File: src/rtl/fzw_pkg.sv
package fzw_pkg;
  // Overlap case of two trapezoids, picked in the first cycle of a rule.
  typedef enum logic [1:0] {
    OV_NONE  = 2'd0,
    OV_LEFT  = 2'd1,
    OV_RIGHT = 2'd2,
    OV_FULL  = 2'd3
  } ov_kind_e;
endpackage

File: src/rtl/fzw_match_unit.sv
module fzw_match_unit
  import fzw_pkg::*;
#(
  parameter int PW = 6,
  parameter int GW = 4
) (
  input  logic            clk,
  input  logic            rst_n,
  input  logic            load,
  input  logic [4*PW-1:0] ant,
  input  logic [4*PW-1:0] fin,
  output logic [GW-1:0]   grade
);
  localparam int DW = PW + 1;
  localparam int XW = PW + GW + 1;
  localparam logic [GW-1:0] GMAX = '1;

  typedef logic [PW-1:0] pt_t;

  function automatic ov_kind_e classify(pt_t a1, pt_t a2, pt_t a3, pt_t a4,
                                        pt_t x1, pt_t x2, pt_t x3, pt_t x4);
    pt_t lo, hi;
    lo = (a2 > x2) ? a2 : x2;
    hi = (a3 < x3) ? a3 : x3;
    if (a4 <= x1 || x4 <= a1) return OV_NONE;
    if (lo <= hi)             return OV_FULL;
    if (a3 < x2)              return OV_LEFT;
    return OV_RIGHT;
  endfunction

  function automatic logic [GW-1:0] cross_grade(logic [PW-1:0] num, logic [DW-1:0] den);
    logic [XW-1:0] prod, quo;
    if (den == '0) return '0;
    prod = XW'(num) * XW'(GMAX);
    quo  = prod / XW'(den);
    return quo[GW-1:0];
  endfunction

  pt_t a1, a2, a3, a4, x1, x2, x3, x4;
  assign {a4, a3, a2, a1} = ant;
  assign {x4, x3, x2, x1} = fin;

  ov_kind_e      kind_d, kind_q;
  logic [PW-1:0] num_d, num_q;
  logic [DW-1:0] den_d, den_q;

  always_comb begin
    kind_d = classify(a1, a2, a3, a4, x1, x2, x3, x4);
    num_d  = '0;
    den_d  = '0;
    if (kind_d == OV_LEFT) begin
      num_d = a4 - x1;
      den_d = DW'(a4 - a3) + DW'(x2 - x1);
    end else if (kind_d == OV_RIGHT) begin
      num_d = x4 - a1;
      den_d = DW'(x4 - x3) + DW'(a2 - a1);
    end
  end

  always_ff @(posedge clk or negedge rst_n) begin
    if (!rst_n) begin
      kind_q <= OV_NONE;
      num_q  <= '0;
      den_q  <= '0;
    end else if (load) begin
      kind_q <= kind_d;
      num_q  <= num_d;
      den_q  <= den_d;
    end
  end

  always_comb begin
    unique case (kind_q)
      OV_FULL:           grade = GMAX;
      OV_LEFT, OV_RIGHT: grade = cross_grade(num_q, den_q);
      default:           grade = '0;
    endcase
  end

  // Named events for the checks below.
  logic disjoint_w, core_w, left_w;
  assign disjoint_w = (a4 <= x1) || (x4 <= a1);
  assign core_w     = !disjoint_w && (((a2 > x2) ? a2 : x2) <= ((a3 < x3) ? a3 : x3));
  assign left_w     = !disjoint_w && !core_w && (a3 < x2);

  a_r3_disjoint_zero: assert property (@(posedge clk) disable iff (!rst_n)
    load && disjoint_w |=> grade == '0);
  a_r2_core_full: assert property (@(posedge clk) disable iff (!rst_n)
    load && core_w |=> grade == GMAX);
  a_r4_cross_below_full: assert property (@(posedge clk) disable iff (!rst_n)
    load && left_w |=> grade != GMAX);
endmodule

File: src/rtl/fzw_rule_decoder.sv
module fzw_rule_decoder #(
  parameter int PW  = 6,
  parameter int GW  = 4,
  parameter int RPD = 4,                 // power of two, at least 2
  parameter int CW  = $clog2(2*RPD)
) (
  input  logic                  clk,
  input  logic                  rst_n,
  input  logic [CW-1:0]         cnt,
  input  logic [4*PW-1:0]       fin_a,
  input  logic [4*PW-1:0]       fin_b,
  input  logic [RPD*4*PW-1:0]   ant_a,
  input  logic [RPD*4*PW-1:0]   ant_b,
  output logic [RPD*GW-1:0]     wt_out
);
  localparam int QW = 4 * PW;
  localparam int SW = CW - 1;

  logic [SW-1:0] sel;
  logic          load, last;
  assign sel  = cnt[CW-1:1];
  assign load = ~cnt[0];
  assign last = (cnt == CW'(2*RPD-1));

  // Input multiplexers: one antecedent per input for the slot in turn.
  logic [QW-1:0] ant_a_sel, ant_b_sel;
  assign ant_a_sel = ant_a[sel*QW +: QW];
  assign ant_b_sel = ant_b[sel*QW +: QW];

  logic [GW-1:0] grade_a, grade_b, wt_new;

  fzw_match_unit #(.PW(PW), .GW(GW)) u_match_a (
    .clk(clk), .rst_n(rst_n), .load(load),
    .ant(ant_a_sel), .fin(fin_a), .grade(grade_a));

  fzw_match_unit #(.PW(PW), .GW(GW)) u_match_b (
    .clk(clk), .rst_n(rst_n), .load(load),
    .ant(ant_b_sel), .fin(fin_b), .grade(grade_b));

  assign wt_new = (grade_a < grade_b) ? grade_a : grade_b;

  // Output demultiplexer into per-slot shadow registers, then publish.
  logic [GW-1:0] shadow  [RPD];
  logic [GW-1:0] wt_pub  [RPD];

  always_ff @(posedge clk or negedge rst_n) begin
    if (!rst_n) begin
      for (int k = 0; k < RPD; k++) begin
        shadow[k] <= '0;
        wt_pub[k] <= '0;
      end
    end else begin
      if (cnt[0]) shadow[sel] <= wt_new;
      if (last) begin
        for (int k = 0; k < RPD; k++)
          wt_pub[k] <= (SW'(k) == sel) ? wt_new : shadow[k];
      end
    end
  end

  always_comb begin
    for (int k = 0; k < RPD; k++) wt_out[k*GW +: GW] = wt_pub[k];
  end

  a_r6_weight_is_min: assert property (@(posedge clk) disable iff (!rst_n)
    cnt[0] |-> (wt_new <= grade_a) && (wt_new <= grade_b) &&
               ((wt_new == grade_a) || (wt_new == grade_b)));
endmodule

File: src/rtl/fzw_weight_decoder.sv
module fzw_weight_decoder #(
  parameter int PW   = 6,
  parameter int GW   = 4,
  parameter int NDEC = 4,
  parameter int RPD  = 4
) (
  input  logic                    clk,
  input  logic                    rst_n,
  input  logic [4*PW-1:0]         fin_a,
  input  logic [4*PW-1:0]         fin_b,
  input  logic [NDEC*RPD*4*PW-1:0] ant_a,
  input  logic [NDEC*RPD*4*PW-1:0] ant_b,
  output logic [NDEC*RPD*GW-1:0]  weights,
  output logic                    weights_valid
);
  localparam int CW   = $clog2(2*RPD);
  localparam int DAW  = RPD * 4 * PW;
  localparam int DWW  = RPD * GW;
  localparam logic [CW-1:0] LAST = CW'(2*RPD-1);

  logic [CW-1:0] cnt;

  always_ff @(posedge clk or negedge rst_n) begin
    if (!rst_n) begin
      cnt           <= '0;
      weights_valid <= 1'b0;
    end else begin
      cnt           <= (cnt == LAST) ? '0 : cnt + 1'b1;
      weights_valid <= (cnt == LAST);
    end
  end

  for (genvar i = 0; i < NDEC; i++) begin : g_dec
    fzw_rule_decoder #(.PW(PW), .GW(GW), .RPD(RPD), .CW(CW)) u_dec (
      .clk(clk), .rst_n(rst_n), .cnt(cnt),
      .fin_a(fin_a), .fin_b(fin_b),
      .ant_a(ant_a[i*DAW +: DAW]), .ant_b(ant_b[i*DAW +: DAW]),
      .wt_out(weights[i*DWW +: DWW]));
  end

  a_r7_valid_single: assert property (@(posedge clk) disable iff (!rst_n)
    weights_valid |=> !weights_valid);
  a_r7_valid_stage_start: assert property (@(posedge clk) disable iff (!rst_n)
    weights_valid |-> cnt == '0);
  a_r8_hold_between: assert property (@(posedge clk) disable iff (!rst_n)
    !weights_valid |-> $stable(weights));
endmodule

File: config.mk
export PLATFORM = sky130hd
export DESIGN_NAME = fzw_weight_decoder
export DESIGN_NICKNAME = d
export VERILOG_FILES = /design/src/rtl/fzw_pkg.sv /design/src/rtl/fzw_match_unit.sv /design/src/rtl/fzw_rule_decoder.sv /design/src/rtl/fzw_weight_decoder.sv
export SDC_FILE = /design/constraint.sdc
export NUM_CORES = 2
export LEC_CHECK = 0
export BUFFER_PORTS_ARGS = -buffer_cell sky130_fd_sc_hd__buf_4
export CAP_MARGIN = 20
export CORE_UTILIZATION = 50
export DETAILED_ROUTE_END_ITERATION = 6
export PLACE_DENSITY_LB_ADDON = 0.12
export SLEW_MARGIN = 20
export SYNTH_ARGS = -nofsm -noshare
export SYNTH_HDL_FRONTEND = slang
export SYNTH_HIERARCHICAL = 1
export SYNTH_SLANG_ARGS = --single-unit
File: constraint.sdc
create_clock -name clk -period 24.7 [get_ports clk]
set_input_delay 2.47 -clock clk [delete_from_list [all_inputs] [get_ports clk]]
set_output_delay 2.47 -clock clk [all_outputs]
set_load 0.02 [all_outputs]
==> flow_summary_export.csv <==
group,metric,value,unit
synthesis,synth.top_cell.area_share,20.9,%
floorplan,die_w,343,µm
floorplan,io_pins,883,
sta,timing.final.crit_period,22.40,ns
synthesis,synth_common_cells,"ha_1, inv_1, nand2_1",
placement,port_buffers,882,
synthesis,syn_avg_cell_area,8.72,µm²
detailed_routing,dr_total_vias,54244,
cts,cts_setup_buffers,0,
critical_path,worstSetupEndpointType,"flip-flop",
min_path,hold_path.class,"reg -> reg",
global_routing,first_global_vias,53170,
sta,max_freq,44.6,MHz
critical_path,critPathLaunchType,"flip-flop",
cts,cts_max_level,2,
critical_path,crit_fanout,11,
floorplan,fp-row-count,124,
synthesis,synth_top_area_cell,"ha_1",
critical_path,critical-path-max-stage-delay,0.62,ns
placement,dp_hpwl,172,mm
critical_path,critPathKind,"reg -> reg",
synthesis,syn_inst,6672,
placement,gp_congestion,0.963,
detailed_routing,drcViolationCount,0,
cts,tritoncts,"done",
cells_and_area,final_area,67200,µm²
cts,clkSinkCount,236,
cts,cts.hold.buffers_added,0,
synthesis,synthFlopType,"dfrtp_1",
floorplan,die_area,118000,µm²
run,drv_cap,0,
cts,clk_path_buf_depth,3,
cts,cts.clk_slew.worst_paths,0.06,ns
global_routing,grt_antenna_before_repair,29,
sta,worst_hold_slack,0.469,ns
cells_and_area,fill_cells,10436,
sta,tightest_slew,1.09,ns
sta,clock-skew-final,0.0156,ns
synthesis,netlist_area,58200,µm²
synthesis,syn_nets,8744,
cts,root_buffer,"clkbuf_16",
global_routing,track_usage,33.8,%
synthesis,synth_area_leaders,"ha_1, dfrtp_1, fa_1",
sta,period_share,90.7,%
global_routing,grt_max_degree,99,
sta,hold_violations,0,
critical_path,crit_top_cell,"ha_1",
sta,rsz0062_at_grt,"false",
critical_path,critPathSlowestCell,"o2bb2ai_1",
sta,fin_setup_tns,0,ns
synthesis,yosysSeqAreaShare,10.1,%
detailed_routing,wl,203,mm
sta,final-max-slew-violation-count,0,
detailed_routing,drt_iter0_drc,3734,
global_routing,grt_overflow,0,
synthesis,ys_ff_latch,236,
sta,worst_slew_margin_rel,27.6,%
synthesis,ys_types,159,
sta,finalSetupViolations,0,
floorplan,die_h,343,µm
synthesis,asyncSetResetFlopFracSynth,100,%
cts,clock_latency,0.58,ns
detailed_routing,wl_per_cell,22.5,µm
floorplan,core_area,115000,µm²
cts,cts-buffers-inserted,34,
cells_and_area,multi_input_area,48600,µm²
global_routing,grt_pass1_wl,307,mm
synthesis,yosysMostFrequentCell,"ha_1",
cells_and_area,area_growth,15.5,%
detailed_routing,viasPerCell,6.02,
detailed_routing,drt_first_pass_iters,5,
cts,cts_resized,0,
cells_and_area,nets,9534,
critical_path,critPathRequiredTime,25.12,ns
floorplan,start_util,50.7,%
detailed_routing,ant_nets,0,
synthesis,yosysWarningCount,6,
run_status,status,"complete, no violations",
critical_path,arrival,22.82,ns
synthesis,synth-edff-count,0,
placement,place_area,66000,µm²
cells_and_area,drive_gt1_share,19.6,%
cells_and_area,register_area,5910,µm²
-- routing by layer --
metal  routed length [µm]  vias to the layer above  GRT usage (%)
li1                     -                    25854              -
met1                84900                    26182           43.2
met2                94100                     1852           56.2
met3                15300                      350           5.86
met4                 8940                        6           13.9
met5                   41                        -              0
-- flip-flops by register name, indices dropped and copies added, names as in the netlist --
name	flops
cnt	3
g_dec.u_dec/u_match_b/den_q	28
weights_valid	1
g_dec.u_dec/u_match_b/kind_q	8
g_dec.u_dec/u_match_a/den_q	28
g_dec.u_dec/u_match_b/num_q	24
g_dec.u_dec/wt_out	64
g_dec.u_dec/shadow	48
g_dec.u_dec/u_match_a/num_q	24
g_dec.u_dec/u_match_a/kind_q	8
-- area by class of cell --
class                   instances  area share [%]
well taps                    1512            2.81
repair buffers                899            10.1
inverters                     766            4.28
clock inverters                17           0.266
clock buffers                  43            1.42
flip-flops and latches        236            8.79
diodes                         17          0.0633
multi-input cells            5525            72.3
-- kinds of logic after synthesis --
logic type	Yosys count	share of synthesized area (%)
multiplexers	447	12.4
AO/OA/AOI/OAI	1820	21.0
buffers and inverters	911	6.50
AND/OR/NAND/NOR	1676	14.5
XOR/XNOR	320	4.81
adder cells (fa/ha/maj)	1254	30.6
other	8	0.0516
flip-flops	236	10.1
-- final timing paths --
path                       slack (ns)  cells after the start                                 to                              start
min reg2reg                      0.47                      2           g_dec[1].u_dec/wt_out[3]          g_dec[1].u_dec/shadow[15]
min in group asynchronous        1.85                      1           g_dec[1].u_dec/wt_out[5]                              rst_n
min                              0.47                      2           g_dec[1].u_dec/wt_out[3]          g_dec[1].u_dec/shadow[15]
max                              2.30                     86          g_dec[3].u_dec/wt_out[14]  g_dec[3].u_dec/u_match_b/num_q[3]
max in group asynchronous       20.95                      3  g_dec[3].u_dec/u_match_b/num_q[4]                              rst_n
max reg2reg                      2.30                     86          g_dec[3].u_dec/wt_out[14]  g_dec[3].u_dec/u_match_b/num_q[3]
-- per-stage QoR --
| stage | setup slack [ns] | util [%] | cells |
|---|---|---|---|
| finish | 2.30 | 58.6 | 9015 |
| detailed placement | 2.28 | 57.5 | 8937 |
| global placement | 3.01 | 57.5 | 8937 |
| CTS | 2.20 | 58.5 | 8997 |
| floorplan | 5.20 | - | 6672 |
| global route | 0.553 | 58.6 | 9013 |
-- cell usage in the layout (no fill, tap or decap), types with 35 or more instances in the layout --
cell	count
nand2_1	453
nor2_1	389
nor2b_1	113
nand4_1	52
a21o_1	202
xor2_1	127
o21a_1	174
dfrtp_1	234
fa_1	280
o211ai_1	60
clkbuf_16	35
nand3_1	71
nand2b_1	133
nor3_1	178
mux2i_1	120
or3_1	49
ha_1	974
xnor2_1	193
buf_4	894
o21ai_1	35
a211oi_1	50
a21oi_1	436
o21ai_0	337
mux4_2	176
inv_1	764
o21bai_1	51
mux2_2	101
o22ai_1	129
-- worst max-delay path, delay by kind of cell (launching register included) --
kind,cells,cell delay (ns)
compound gates,50,12.62
fa+ha+maj,13,4.25
simple gates,13,2.70
mux,4,1.40
buf+inv,5,0.66
flops,1,0.45
xor+xnor,1,0.14
Power is not shown: default switching activity piles up to over one toggle a cycle in this logic, so the estimate is an artifact.
